==> src/rtl/eeb_pkg.sv <==
package eeb_pkg;
   typedef enum logic [2:0] {
      ST_IDLE,
      ST_RX,
      ST_RXACK,
      ST_TX,
      ST_TXACK
   } eeb_state_e;

   typedef enum logic [1:0] {
      PH_DEV,
      PH_AHI,
      PH_ALO,
      PH_DATA
   } eeb_phase_e;
endpackage

==> src/rtl/eeb_sync.sv <==
module eeb_sync #(
   parameter int STAGES = 2
) (
   input  logic clk,
   input  logic rst_n,
   input  logic d_i,
   output logic lvl_o,
   output logic rise_o,
   output logic fall_o
);
   logic [STAGES-1:0] chain;
   logic              prev;

   genvar g;
   generate
      for (g = 0; g < STAGES; g++) begin : g_stage
         if (g == 0) begin : g_first
            always_ff @(posedge clk or negedge rst_n)
               if (!rst_n) chain[0] <= 1'b1;
               else        chain[0] <= d_i;
         end else begin : g_next
            always_ff @(posedge clk or negedge rst_n)
               if (!rst_n) chain[g] <= 1'b1;
               else        chain[g] <= chain[g-1];
         end
      end
   endgenerate

   always_ff @(posedge clk or negedge rst_n)
      if (!rst_n) prev <= 1'b1;
      else        prev <= chain[STAGES-1];

   assign lvl_o  = chain[STAGES-1];
   assign rise_o = chain[STAGES-1] & ~prev;
   assign fall_o = ~chain[STAGES-1] & prev;
endmodule

==> src/rtl/eeb_cond.sv <==
module eeb_cond (
   input  logic scl_lvl_i,
   input  logic scl_rise_i,
   input  logic sda_rise_i,
   input  logic sda_fall_i,
   output logic start_o,
   output logic stop_o
);
   logic scl_held;
   assign scl_held = scl_lvl_i & ~scl_rise_i;
   assign start_o  = scl_held & sda_fall_i;
   assign stop_o   = scl_held & sda_rise_i;
endmodule

==> src/rtl/eeb_ptr.sv <==
module eeb_ptr #(
   parameter int AW = 13
) (
   input  logic          clk,
   input  logic          rst_n,
   input  logic          load_i,
   input  logic [AW-1:0] load_val_i,
   input  logic          inc_i,
   output logic [AW-1:0] ptr_o
);
   always_ff @(posedge clk or negedge rst_n)
      if (!rst_n)      ptr_o <= '0;
      else if (load_i) ptr_o <= load_val_i;
      else if (inc_i)  ptr_o <= ptr_o + 1'b1;
endmodule

==> src/rtl/eeprom_bus_slave.sv <==
module eeprom_bus_slave
   import eeb_pkg::*;
#(
   parameter int         ADDR_W      = 13,
   parameter int         SYNC_STAGES = 2,
   parameter logic [3:0] DEV_PREFIX  = 4'b1010
) (
   input  logic              clk,
   input  logic              rst_n,
   input  logic              scl_i,
   input  logic              sda_i,
   output logic              sda_pull_o,
   input  logic [2:0]        pin_addr_i,
   input  logic              busy_i,
   output logic [ADDR_W-1:0] rd_addr_o,
   input  logic [7:0]        rd_data_i,
   output logic              wr_valid_o,
   output logic [ADDR_W-1:0] wr_addr_o,
   output logic [7:0]        wr_data_o
);
   localparam int HI_W  = ADDR_W - 8;
   localparam int CNT_W = 4;

   generate
      if (ADDR_W < 9 || ADDR_W > 16) begin : g_bad_aw
         $error("ADDR_W must fit two address bytes and exceed one");
      end
      if (SYNC_STAGES < 2) begin : g_bad_sync
         $error("SYNC_STAGES must be at least 2");
      end
   endgenerate

   logic scl_lvl, scl_rise, scl_fall;
   logic sda_lvl, sda_rise, sda_fall;
   logic start_det, stop_det;

   eeb_sync #(.STAGES(SYNC_STAGES)) u_scl (
      .clk(clk), .rst_n(rst_n), .d_i(scl_i),
      .lvl_o(scl_lvl), .rise_o(scl_rise), .fall_o(scl_fall));

   eeb_sync #(.STAGES(SYNC_STAGES)) u_sda (
      .clk(clk), .rst_n(rst_n), .d_i(sda_i),
      .lvl_o(sda_lvl), .rise_o(sda_rise), .fall_o(sda_fall));

   eeb_cond u_cond (
      .scl_lvl_i(scl_lvl), .scl_rise_i(scl_rise),
      .sda_rise_i(sda_rise), .sda_fall_i(sda_fall),
      .start_o(start_det), .stop_o(stop_det));

   eeb_state_e        state;
   eeb_phase_e        phase;
   logic [CNT_W-1:0]  cnt;
   logic [7:0]        rx_sh;
   logic [7:0]        tx_sh;
   logic [HI_W-1:0]   hi_q;
   logic              is_read;
   logic              mack;
   logic              pull;
   logic [ADDR_W-1:0] ptr;

   logic quiet, byte_done, dev_hit, ptr_load, ptr_inc;

   assign quiet     = ~start_det & ~stop_det;
   assign byte_done = quiet & (state == ST_RX) & scl_fall & (cnt == CNT_W'(8));
   assign dev_hit   = (rx_sh[7:4] == DEV_PREFIX) & (rx_sh[3:1] == pin_addr_i) & ~busy_i;

   always_comb begin
      ptr_load = byte_done & (phase == PH_ALO);
      ptr_inc  = (byte_done & (phase == PH_DATA))
               | (quiet & (state == ST_RXACK) & scl_fall & (phase == PH_DEV) & is_read)
               | (quiet & (state == ST_TXACK) & scl_fall & mack);
   end

   eeb_ptr #(.AW(ADDR_W)) u_ptr (
      .clk(clk), .rst_n(rst_n), .load_i(ptr_load),
      .load_val_i({hi_q, rx_sh}), .inc_i(ptr_inc), .ptr_o(ptr));

   always_ff @(posedge clk or negedge rst_n) begin
      if (!rst_n) begin
         state      <= ST_IDLE;
         phase      <= PH_DEV;
         cnt        <= '0;
         rx_sh      <= '0;
         tx_sh      <= '0;
         hi_q       <= '0;
         is_read    <= 1'b0;
         mack       <= 1'b0;
         pull       <= 1'b0;
         wr_valid_o <= 1'b0;
         wr_addr_o  <= '0;
         wr_data_o  <= '0;
      end else begin
         wr_valid_o <= 1'b0;
         if (stop_det) begin
            state <= ST_IDLE;
            pull  <= 1'b0;
         end else if (start_det) begin
            state <= ST_RX;
            phase <= PH_DEV;
            cnt   <= '0;
            pull  <= 1'b0;
         end else begin
            case (state)
               ST_RX: begin
                  if (scl_rise && cnt != CNT_W'(8)) begin
                     rx_sh <= {rx_sh[6:0], sda_lvl};
                     cnt   <= cnt + 1'b1;
                  end else if (byte_done) begin
                     cnt <= '0;
                     case (phase)
                        PH_DEV: begin
                           if (dev_hit) begin
                              pull    <= 1'b1;
                              is_read <= rx_sh[0];
                              state   <= ST_RXACK;
                           end else begin
                              state <= ST_IDLE;
                           end
                        end
                        PH_AHI: begin
                           hi_q  <= rx_sh[HI_W-1:0];
                           pull  <= 1'b1;
                           state <= ST_RXACK;
                        end
                        PH_ALO: begin
                           pull  <= 1'b1;
                           state <= ST_RXACK;
                        end
                        default: begin
                           wr_valid_o <= 1'b1;
                           wr_addr_o  <= ptr;
                           wr_data_o  <= rx_sh;
                           pull       <= 1'b1;
                           state      <= ST_RXACK;
                        end
                     endcase
                  end
               end
               ST_RXACK: begin
                  if (scl_fall) begin
                     if (phase == PH_DEV && is_read) begin
                        tx_sh <= rd_data_i;
                        pull  <= ~rd_data_i[7];
                        cnt   <= '0;
                        state <= ST_TX;
                     end else begin
                        pull  <= 1'b0;
                        state <= ST_RX;
                        phase <= (phase == PH_DATA) ? PH_DATA : eeb_phase_e'(phase + 2'd1);
                     end
                  end
               end
               ST_TX: begin
                  if (scl_fall) begin
                     if (cnt == CNT_W'(7)) begin
                        pull  <= 1'b0;
                        state <= ST_TXACK;
                     end else begin
                        tx_sh <= {tx_sh[6:0], 1'b0};
                        pull  <= ~tx_sh[6];
                        cnt   <= cnt + 1'b1;
                     end
                  end
               end
               ST_TXACK: begin
                  if (scl_rise) begin
                     mack <= ~sda_lvl;
                  end else if (scl_fall) begin
                     if (mack) begin
                        tx_sh <= rd_data_i;
                        pull  <= ~rd_data_i[7];
                        cnt   <= '0;
                        state <= ST_TX;
                     end else begin
                        state <= ST_IDLE;
                     end
                  end
               end
               default: ;
            endcase
         end
      end
   end

   assign sda_pull_o = pull;
   assign rd_addr_o  = ptr;
endmodule

==> config.mk <==
export PLATFORM = sky130hd
export DESIGN_NAME = eeprom_bus_slave
export DESIGN_NICKNAME = d
export VERILOG_FILES = /design/src/rtl/eeb_pkg.sv /design/src/rtl/eeb_sync.sv /design/src/rtl/eeb_cond.sv /design/src/rtl/eeb_ptr.sv /design/src/rtl/eeprom_bus_slave.sv
export SDC_FILE = /design/constraint.sdc
export NUM_CORES = 1
export LEC_CHECK = 0
export ABC_CLOCK_PERIOD_IN_PS = 2050
export BUFFER_PORTS_ARGS = -buffer_cell sky130_fd_sc_hd__buf_2
export CAP_MARGIN = 5
export CORE_ASPECT_RATIO = 0.6
export CORE_MARGIN = 1.5
export CORE_UTILIZATION = 30
export CTS_CLUSTER_DIAMETER = 200
export DETAILED_ROUTE_END_ITERATION = 7
export GPL_TIMING_DRIVEN = 0
export SYNTH_ARGS = -nofsm -noshare
export SYNTH_HDL_FRONTEND = slang
export SYNTH_SLANG_ARGS = --single-unit
==> constraint.sdc <==
create_clock -name clk -period 2.05 [get_ports clk]
set_clock_uncertainty 0.05 [all_clocks]
set_input_delay 0.205 -clock clk [delete_from_list [all_inputs] [get_ports clk]]
set_output_delay 0.205 -clock clk [all_outputs]
set_load 0.01 [all_outputs]
==> run summary <==
Status = finished with violations
Failing checks = negative setup slack
Worst Tran Pin Value = 530.2 ps
Initial antenna violation count = 0
Syn-to-layout area delta = 34.59%
DR iter-0 viols = 292
FFs w/ async S/R, synth = 100.0%
P_leak = 2.416 nW
XOR/XNOR Fraction of Synth Area = 3.486%
Max rail drop VDD = 0.4205 mV
Total Routing Usage GR = 15.81%
Seq cells post-synth = 73
Mux share of post-synthesis cell area = 11.75%
RSZ-0062 raised after global routing = yes
Largest family of logic cells by synthesized area = simple AND/OR/NAND/NOR gates
RePlAce Congestion = 0.8823
Worst Setup Path Type = reg -> reg
Final core occ = 41.78%
DP Wirelength = 7075 um
Final period util = 104.7%
Clock Root Buffer = clkbuf_16
Setup crit start = phase[1]
Post-synth top flop = dfrtp_1
First-pass DRT Iterations = 5
Pwr Density = 666.7 nW/um2
WHS = 45.36 ps
Distinct cells, synth = 55
Adder-Cell Fraction of Synth Area = 0.9960%
Post-synthesis net count = 384
Clk_lat worst skew = 340 ps
Fraction of layout cells with a size suffix above 1 = 40.96%
TritonCTS Buffers = 9
Max Slew Vio Count = 0
Starting density of the core = 31.04%
# nets final = 473
WP data arrival = 2330 ps
Port Buffer Count = 51
Setup violators final = 9
Synth warn = 0
Max Cap Viol = 0
Die Y = 89.82 um
Via density = 5.168
Gr ovfl total = 0
Total power = 0.003382 W
WL/cell = 16.24 um
Syn Inst Count = 365
Seq/Total Area, Yosys = 48.67%
Core Footprint = 12140 um2
Hold path startpoint = rd_data_i[0]
CTS Buffer Depth = 2
Syn_area_per_cell = 10.32 um2
Antenna viol nets, final = 0
Critical R2R Launch = phase[1]
PnR worst setup slack = -95.57 ps
Io pins = 52
Routed WL = 10140 um
First-pass GRT wire length = 16240 um
Fmax = 0.4661 GHz
Ant diodes = 0
Row count = 31
Crit end category = flop
Worst EP required = 2230 ps
HP Class = in -> reg
Via count = 3225
Vias in the first global route = 2924
Die area = 13270 um2
Crit-path max FO = 3
Clock Sinks = 73
Netlist Area Pre-Place = 3769 um2
Post-route DRC = 0
Post-synthesis compound-gate area fraction = 13.01%
Clk pin slew, worst setup/hold paths = 60 ps
Startpoint types = flop
Final hold vios = 0
Min Clock Period, post-route = 2146 ps
Slew HR = 64.65%
Largest net degree at the start of global routing = 55
CTS tree = built
Post-synth EDFFs = 0
Simple-gate share of the synthesized area = 18.56%
Die width = 147.7 um
Register-to-Register Path Depth = 5
CTS H-Tree Depth = 3
Hold path depth = 3
-- logic make-up (layout without fill, tap and decap cells) --
family / after synthesis / count (layout)
flip-flops: 73 / 73
multiplexers: 40 / 40
AND/OR/NAND/NOR: 132 / 132
AO/OA/AOI/OAI: 73 / 73
XOR/XNOR: 15 / 15
adder cells (fa/ha/maj): 3 / 3
buffers and inverters: 29 / 123
-- timing repair --
action,in CTS,in global routing
endpoints found under the setup margin,54,41
hold buffers,3,0
hold endpoints to repair,21,0
buffers inserted,12,15
gates resized for setup,40,28
pin swaps,8,13
cloned,1,2
-- state kept, by name, indices dropped and copies added, names as in the netlist, 2 cells and up --
register,count
tx_sh,7
hi_q,5
u_ptr.ptr_o,13
cnt,4
wr_data_o,8
phase,2
state,3
rx_sh,8
wr_addr_o,13
-- path summary, 6_finish.rpt --
check / endpoint / slack (ps)
max: cnt[3] / -100
min: tx_sh[0] / 50
max reg2reg: cnt[3] / -100
min reg2reg: u_sda.lvl_o / 300
max in group asynchronous: u_scl.lvl_o / 1100
min in group asynchronous: u_ptr.ptr_o[5] / 240
-- per-stage QoR --
stage	setup WS, ps	instances	instance area, um2	TNS [ps]
floorplan	-11.63	365	3776	-23.26
global placement	-352.0	581	4238	-12320
detailed placement	-392.8	582	4268	-13250
CTS	-92.78	612	4886	-1072
global route	-142.4	624	5072	-2231
finish	-95.57	624	5072	-426.6
-- cell type report --
cell class | count | area [um2]
Clock inverter | 7 | 93.84
Inverter | 8 | 33.78
Sequential cell | 73 | 1838
Tap cell | 165 | 206.4
Buffer | 14 | 143.9
Multi-Input combinational cell | 263 | 1952
Timing Repair Buffer | 85 | 579.3
Clock buffer | 9 | 225.2
Fill cell | 1176 | 7068
-- layout by cell type, fill, tap and decap left out, types with 10 or more instances in the layout --
master	netlist	final
dfrtp_1	67	64
buf_2	7	52
nor2_1	38	36
mux2_2	34	34
buf_4	0	28
nand3_1	26	26
o21ai_0	21	17
a21oi_1	16	15
nand2_1	16	14
xor2_1	12	12
clkbuf_16	0	10
-- synthesized netlist by cell type (3+ instances only) --
master    number  area [um2]
nor2_1        38       142.6
buf_2          7       35.03
nor4_1         3       18.77
clkbuf_1      11       41.29
ha_1           3       37.54
dfrtp_1       67        1677
inv_1          8       30.03
o32ai_1        3       26.28
o21ai_0       21       105.1
nand4_1        5       31.28
xnor2_1        3       26.28
a32o_1         3       30.03
nor3_1        10       50.05
mux2_2        34       382.9
a21oi_1       16       80.08
dfstp_2        6       157.7
a211oi_1       3       22.52
nor2b_1        3       18.77
xor2_1        12       105.1
mux2i_1        6       60.06
and3_1         5       31.28
a221oi_1       9       78.83
nand2b_1       6       37.54
nand2_1       16       60.06
nand3b_1       4       30.03
nand3_1       26       130.1
-- worst max-delay path: stages, from the launching register on --
cell and delay, ps:
dfrtp_2 420, or3b_4 430, nand3_4 80, or3b_4 380, or3_4 390, a32o_2 280
-- layer usage --
layer,vias up,routed length (um),global-route usage [%]
met2,117,3934,18.65
met5,-,0,0
li1,1521,-,-
met4,0,46,4.167
met1,1583,5421,26.17
met3,4,733,4.924
-- power breakdown --
| part | internal, W | leakage (nW) | total, W | switching [W] |
|---|---|---|---|---|
| Clock | 0.00106 | 0.152 | 0.00168 | 0.000621 |
| Sequential | 0.00147 | 0.956 | 0.00151 | 0.0000417 |
| Combinational | 0.0000842 | 1.31 | 0.000187 | 0.000102 |
Power figures use the tool's default switching activity.
